### src/rtl/esu_pkg.sv
package esu_pkg;
  localparam int unsigned NUM_EVT = 13;
  localparam int unsigned BIT_OFQ = 8;
  localparam int unsigned BIT_IPQ = 9;
  localparam int unsigned BIT_GEN = 11;
  localparam int unsigned BIT_DB  = 12;

  typedef enum logic [1:0] {
    SEL_STATUS = 2'd0,
    SEL_MASK   = 2'd1,
    SEL_CTRL   = 2'd2,
    SEL_NONE   = 2'd3
  } reg_sel_e;
endpackage

### src/rtl/esu_sticky.sv
module esu_sticky #(
  parameter int unsigned N = 13
) (
  input  logic         clk_i,
  input  logic         rst_ni,
  input  logic [N-1:0] set_i,
  input  logic [N-1:0] clr_i,
  output logic [N-1:0] q_o
);
  for (genvar i = 0; i < N; i++) begin : g_bit
    logic q;
    always_ff @(posedge clk_i or negedge rst_ni) begin
      if (!rst_ni)       q <= 1'b0;
      else if (set_i[i]) q <= 1'b1;   // new event beats clear
      else if (clr_i[i]) q <= 1'b0;
    end
    assign q_o[i] = q;
  end
endmodule

### src/rtl/esu_route.sv
module esu_route #(
  parameter int unsigned N       = 13,
  parameter int unsigned GEN_BIT = 11,
  parameter int unsigned DB_BIT  = 12
) (
  input  logic         clk_i,
  input  logic         rst_ni,
  input  logic [N-1:0] status_i,
  input  logic [N-1:0] mask_i,
  input  logic         gen_to_mc_i,
  output logic         irq_o,
  output logic         mcp_o
);
  logic [N-1:0] active;
  logic [N-1:0] to_irq;
  logic [N-1:0] to_mc;

  assign active = status_i & mask_i;

  for (genvar i = 0; i < N; i++) begin : g_route
    if (i == DB_BIT) begin : g_db
      assign to_irq[i] = 1'b0;
      assign to_mc[i]  = active[i];
    end else if (i == GEN_BIT) begin : g_gen
      assign to_irq[i] = active[i] & ~gen_to_mc_i;
      assign to_mc[i]  = active[i] &  gen_to_mc_i;
    end else begin : g_std
      assign to_irq[i] = active[i];
      assign to_mc[i]  = 1'b0;
    end
  end

  always_ff @(posedge clk_i or negedge rst_ni) begin
    if (!rst_ni) begin
      irq_o <= 1'b0;
      mcp_o <= 1'b0;
    end else begin
      irq_o <= |to_irq;
      mcp_o <= |to_mc;
    end
  end
endmodule

### src/rtl/esu_regif.sv
module esu_regif
  import esu_pkg::*;
#(
  parameter int unsigned DW      = 32,
  parameter int unsigned N       = 13,
  parameter int unsigned GEN_BIT = 11
) (
  input  reg_sel_e      sel_i,
  input  logic          we_i,
  input  logic [DW-1:0] wdata_i,
  input  logic [N-1:0]  status_i,
  input  logic [N-1:0]  mask_i,
  input  logic          ctrl_i,
  output logic [N-1:0]  clr_o,
  output logic          mask_we_o,
  output logic          ctrl_we_o,
  output logic [DW-1:0] rdata_o
);
  logic unused_wdata;
  assign unused_wdata = ^wdata_i;

  assign clr_o     = (we_i && sel_i == SEL_STATUS) ? wdata_i[N-1:0] : '0;
  assign mask_we_o = we_i && sel_i == SEL_MASK;
  assign ctrl_we_o = we_i && sel_i == SEL_CTRL;

  always_comb begin
    rdata_o = '0;
    unique case (sel_i)
      SEL_STATUS: rdata_o[N-1:0]  = status_i;
      SEL_MASK:   rdata_o[N-1:0]  = mask_i;
      SEL_CTRL:   rdata_o[GEN_BIT] = ctrl_i;
      default:    rdata_o = '0;
    endcase
  end
endmodule

### src/rtl/err_status_unit.sv
module err_status_unit
  import esu_pkg::*;
#(
  parameter int unsigned DATA_W = 32,
  parameter int unsigned SEL_W  = 2
) (
  input  logic                 clk_i,
  input  logic                 rst_ni,
  input  logic [NUM_EVT-2:0]   src_pulse_i,
  input  logic                 db_hit_i,
  input  logic                 ipq_mc_en_i,
  input  logic                 ofq_mc_en_i,
  input  logic [SEL_W-1:0]     reg_sel_i,
  input  logic                 reg_we_i,
  input  logic [DATA_W-1:0]    reg_wdata_i,
  output logic [DATA_W-1:0]    reg_rdata_o,
  output logic                 irq_o,
  output logic                 mcp_o
);
  localparam int unsigned N = NUM_EVT;

  logic [N-1:0] set_vec;
  logic [N-1:0] clr_vec;
  logic [N-1:0] status_q;
  logic [N-1:0] mask_q;
  logic         ctrl_q;
  logic         mask_we;
  logic         ctrl_we;
  logic         db_set;

  assign db_set = db_hit_i
                | (src_pulse_i[BIT_IPQ] & ipq_mc_en_i)
                | (src_pulse_i[BIT_OFQ] & ofq_mc_en_i);
  assign set_vec = {db_set, src_pulse_i};

  esu_sticky #(.N(N)) u_status (
    .clk_i  (clk_i),
    .rst_ni (rst_ni),
    .set_i  (set_vec),
    .clr_i  (clr_vec),
    .q_o    (status_q)
  );

  esu_regif #(.DW(DATA_W), .N(N), .GEN_BIT(BIT_GEN)) u_regif (
    .sel_i     (reg_sel_e'(reg_sel_i)),
    .we_i      (reg_we_i),
    .wdata_i   (reg_wdata_i),
    .status_i  (status_q),
    .mask_i    (mask_q),
    .ctrl_i    (ctrl_q),
    .clr_o     (clr_vec),
    .mask_we_o (mask_we),
    .ctrl_we_o (ctrl_we),
    .rdata_o   (reg_rdata_o)
  );

  always_ff @(posedge clk_i or negedge rst_ni) begin
    if (!rst_ni) begin
      mask_q <= '0;
      ctrl_q <= 1'b0;
    end else begin
      if (mask_we) mask_q <= reg_wdata_i[N-1:0];
      if (ctrl_we) ctrl_q <= reg_wdata_i[BIT_GEN];
    end
  end

  esu_route #(.N(N), .GEN_BIT(BIT_GEN), .DB_BIT(BIT_DB)) u_route (
    .clk_i       (clk_i),
    .rst_ni      (rst_ni),
    .status_i    (status_q),
    .mask_i      (mask_q),
    .gen_to_mc_i (ctrl_q),
    .irq_o       (irq_o),
    .mcp_o       (mcp_o)
  );
endmodule

### config.mk
export PLATFORM = sky130hd
export DESIGN_NAME = err_status_unit
export DESIGN_NICKNAME = d
export VERILOG_FILES = /design/src/rtl/esu_pkg.sv /design/src/rtl/esu_sticky.sv /design/src/rtl/esu_route.sv /design/src/rtl/esu_regif.sv /design/src/rtl/err_status_unit.sv
export SDC_FILE = /design/constraint.sdc
export NUM_CORES = 1
export LEC_CHECK = 0
export ABC_AREA = 1
export BUFFER_PORTS_ARGS = -buffer_cell sky130_fd_sc_hd__buf_2
export CORE_ASPECT_RATIO = 1.75
export CORE_MARGIN = 2
export CORE_UTILIZATION = 30
export CTS_CLUSTER_SIZE = 16
export DETAILED_ROUTE_END_ITERATION = 10
export GPL_ROUTABILITY_DRIVEN = 0
export HOLD_SLACK_MARGIN = 0.15
export PLACE_DENSITY = 0.59
export SKIP_LAST_GASP = 1
export SYNTH_ARGS = -nofsm -noshare
export SYNTH_HDL_FRONTEND = slang
export SYNTH_HIERARCHICAL = 1
export SYNTH_SLANG_ARGS = --single-unit
export TNS_END_PERCENT = 20
### constraint.sdc
create_clock -name clk_i -period 1.42 [get_ports clk_i]
set_clock_uncertainty 0.05 [all_clocks]
set_input_delay 0.142 -clock clk_i [delete_from_list [all_inputs] [get_ports clk_i]]
set_output_delay 0.142 -clock clk_i [all_outputs]
set_load 0.01 [all_outputs]
==> metrics.md <==
| Metric | Value |
|---|---|
| Total global routing track utilization | 0.130 |
| Count of input and output buffers | 47 |
| Category of the critical setup timing path | input pin to output port |
| Via-per-instance ratio | between 3 and 4 |
| Largest stage delay on the critical path | 0.36 ns |
| Worst endpoint data arrival time | just over 1 ns |
| Tot Pwr | 2100 uW |
| Critical path cell sequence | buf_2 > inv_1 > nand3_1 > nand2_1 > buf_2 |
| Count of endpoints failing hold in the final timing report | 0 |
| Combinational family with the most area after synthesis | simple AND/OR/NAND/NOR gates |
| Worst path top cell family by delay | buffers and inverters |
| Gr ovfl total | 0 |
| Kind of start point of the critical path | input pin |
| Peak fanout along the critical path | 14 |
| Most common cell after layout, fill and taps aside | sky130_fd_sc_hd__nand2_1 |
| CTS H-Tree Depth | 2 |
| Max-slew violation count | 0 |
| Setup repair after global routing missed its margin | false |
| Mean area per synthesized cell | between 6 and 7 sq um |
| Synthesized-area fraction occupied by ao, oa, aoi and oai cells | 0.0398 |
| Buffer levels on the longest clock path | 2 |
| Worst endpoint required time | approximately 1.2 ns |
| Clock network latency to the later pin of the worst-skew pair | between 0.2 and 0.3 ns |
| Most frequent cell on the critical path | sky130_fd_sc_hd__buf_2 |
| Total Nets Final | between 300 and 400 |
| Slowest cell on the critical path | sky130_fd_sc_hd__inv_1 |
| Setup TNS | 0 ns |
| Synth-to-Final Area Change | 28.6% |
| Simple-Gate Fraction of Synth Area | 0.287 |
| Final-report setup violation count | 0 |
| Count of synthesis-stage warnings from yosys | 6 |
| TritonCTS buffer count | 5 |
| Post-place instance area | slightly above 2000 sq um |
| Portion of netlist area occupied by mux cells | 0 |
| Worst min-delay path class | input pin to register |
| Die outline height | 108 um |
| Number of rows in the core area | 37 |
| Total vias in the final route | about 1,600 |
| Area of the die | ~7000 sq um |
| Number of register bits inferred by synthesis | 29 |
| Initial DRT Pass Iterations | 4 |
| Die width | about 63 um |
| Achievable Freq | roughly 0.82 GHz |
| Count of routing violations after the opening detailed-route iteration | 72 |
| Wire length of the first global-routing pass | between 6 and 7 mm |
| Share of the synthesized netlist area taken by xor and xnor gates | 0 |
| Root Driver | sky130_fd_sc_hd__clkbuf_8 |
| Worst slack on hold paths | between 0.2 and 0.25 ns |
| Power density normalized to cell area | 881 nW/um^2 |
| Result of the run | completed |
| Static leakage | 0.00134 uW |
| Post-Layout Inst Area | ~2400 sq um |
| Capturing element type of the critical path | output port |
| Detailed-route wire length | roughly 4.1 mm |
| Number of unique standard cell types used by synthesis | 15 |
| Max_cap viols | 0 |
| Final period utilization | 0.857 |
| Area of the mapped netlist | 1860 sq um |
| Antenna violations before repair | 0 |
| Setup fix buffers added after clock tree synthesis | 0 |
| CTS clk-pin slew, worst paths | 0.07 ns |
| I/O pins | 86 |
| CORE AREA | 5930 sq um |
| Residual DRC count | 0 |
| Part of the Yosys area used for sequential elements | 0.391 |
| Final worst path period need | approximately 1.2 ns |
| Highest-count cells in the layout ignoring fill and taps | 85 x sky130_fd_sc_hd__nand2_1, 58 x sky130_fd_sc_hd__inv_1, 47 x sky130_fd_sc_hd__buf_2, 29 x sky130_fd_sc_hd__dfrtp_1, 29 x sky130_fd_sc_hd__dlygate4sd3_1 |
| Half-perimeter wire length after placement | roughly 3 mm |
| Largest voltage drop on the vdd net | ~0.00041 V |
| Util after Layout | 0.403 |
| Number of global-route vias before repair | approximately 1,600 |
| CTS sink count | 29 |
| Adder and majority cell fraction of the synthesized area | 0 |
| Routed wire per std cell | roughly 10 um |
| Buffer and inverter count on the worst path | 3 |
| CTS tree | done |
| Initial Util | 0.313 |
| Final ANT Viol Nets | 0 |
| Mapped Cells | between 200 and 300 |
| Ant diodes | 0 |
| Pin count of the biggest net entering global routing | 27 |
| Share of post-route cells with drive strength above 1 | 0.219 |
## Yosys cell counts
cell	instances	area, sq um
sky130_fd_sc_hd__buf_2	2	10.0
sky130_fd_sc_hd__buf_4	33	248
sky130_fd_sc_hd__buf_6	4	45.0
sky130_fd_sc_hd__conb_1	1	3.75
sky130_fd_sc_hd__dfrtp_1	29	726
sky130_fd_sc_hd__inv_1	58	218
sky130_fd_sc_hd__nand2_1	85	319
sky130_fd_sc_hd__nand2_2	2	12.5
sky130_fd_sc_hd__nand3_1	19	95.1
sky130_fd_sc_hd__nor2_1	6	22.5
sky130_fd_sc_hd__nor2_2	10	62.6
sky130_fd_sc_hd__nor2_4	1	11.3
sky130_fd_sc_hd__nor3_1	2	10.0
sky130_fd_sc_hd__o21ai_0	13	65.1
sky130_fd_sc_hd__o21ai_2	1	8.76
## repair_timing
action                                 in CTS  in global routing
endpoints found under the hold margin      56                  0
resized for setup                           0                  0
hold buffers                               29                  0
## cells by family (layout without fill, tap and decap cells)
logic type / Yosys count / count (layout)
compound gates: 14 / 14
buf+inv: 97 / 146
flops: 29 / 29
other cells: 1 / 19
simple gates: 125 / 125
## metrics by stage
step | setup slack (ns) | std cells
finish | 0.202 | 411
global route | 0.0907 | 411
CTS | 0.190 | 411
detailed placement | 0.0898 | 374
global placement | 0.0958 | 374
floorplan | 0.166 | 284
## cell type report
| cell class | count | area, sq um |
|---|---|---|
| multi-input cells | 158 | 683 |
| flip-flops and latches | 29 | 726 |
| clock inverters | 2 | 10.0 |
| repair buffers | 80 | 581 |
| clock buffers | 6 | 72.6 |
| well taps | 78 | 97.6 |
| fillers | 672 | 3540 |
| inverters | 58 | 218 |
## per-layer routing
metal,vias up,part of all wire,track usage
met4,0,0.032,0.0839
met2,51,0.53,0.231
met1,693,0.38,0.138
met3,11,0.052,0.0250
li1,853,-,-
met5,-,0,0
## tightest hold or removal path, cell delays in order
cell	delay, ns
sky130_fd_sc_hd__buf_2	0.11
sky130_fd_sc_hd__inv_1	0.08
sky130_fd_sc_hd__nor3_1	0.06
sky130_fd_sc_hd__nand2_1	0.05
sky130_fd_sc_hd__o21ai_0	0.06
## flip-flops by register name (all words and copies together), names as in the netlist
register	count
u_route/irq_o	1
u_route/mcp_o	1
ctrl_q	1
u_status/g_bit.q	13
mask_q	13
## path summary, 6_finish.rpt
kind | startpoint | end | slack (ns) | cells past startpoint
max | reg_sel_i[1] | reg_rdata_o[2] | 0.20 | 5
min | reg_we_i | ctrl_q | 0.22 | 5
max reg2reg | ctrl_q | u_route/irq_o | 0.46 | 5
min reg2reg | mask_q[12] | u_route/mcp_o | 0.45 | 2
max in group asynchronous | rst_ni | mask_q[2] | 0.63 | 3
min in group asynchronous | rst_ni | u_status/g_bit[9].q | 0.27 | 2
## report_power, final
group | internal, uW | leakage, uW | total (uW) | switching [uW]
sequential | 913 | 0.000311 | 976 | 63.0
combinational | 216 | 0.000985 | 484 | 268
clock | 339 | 0.0000450 | 643 | 305
Power figures use the tool's default switching activity.
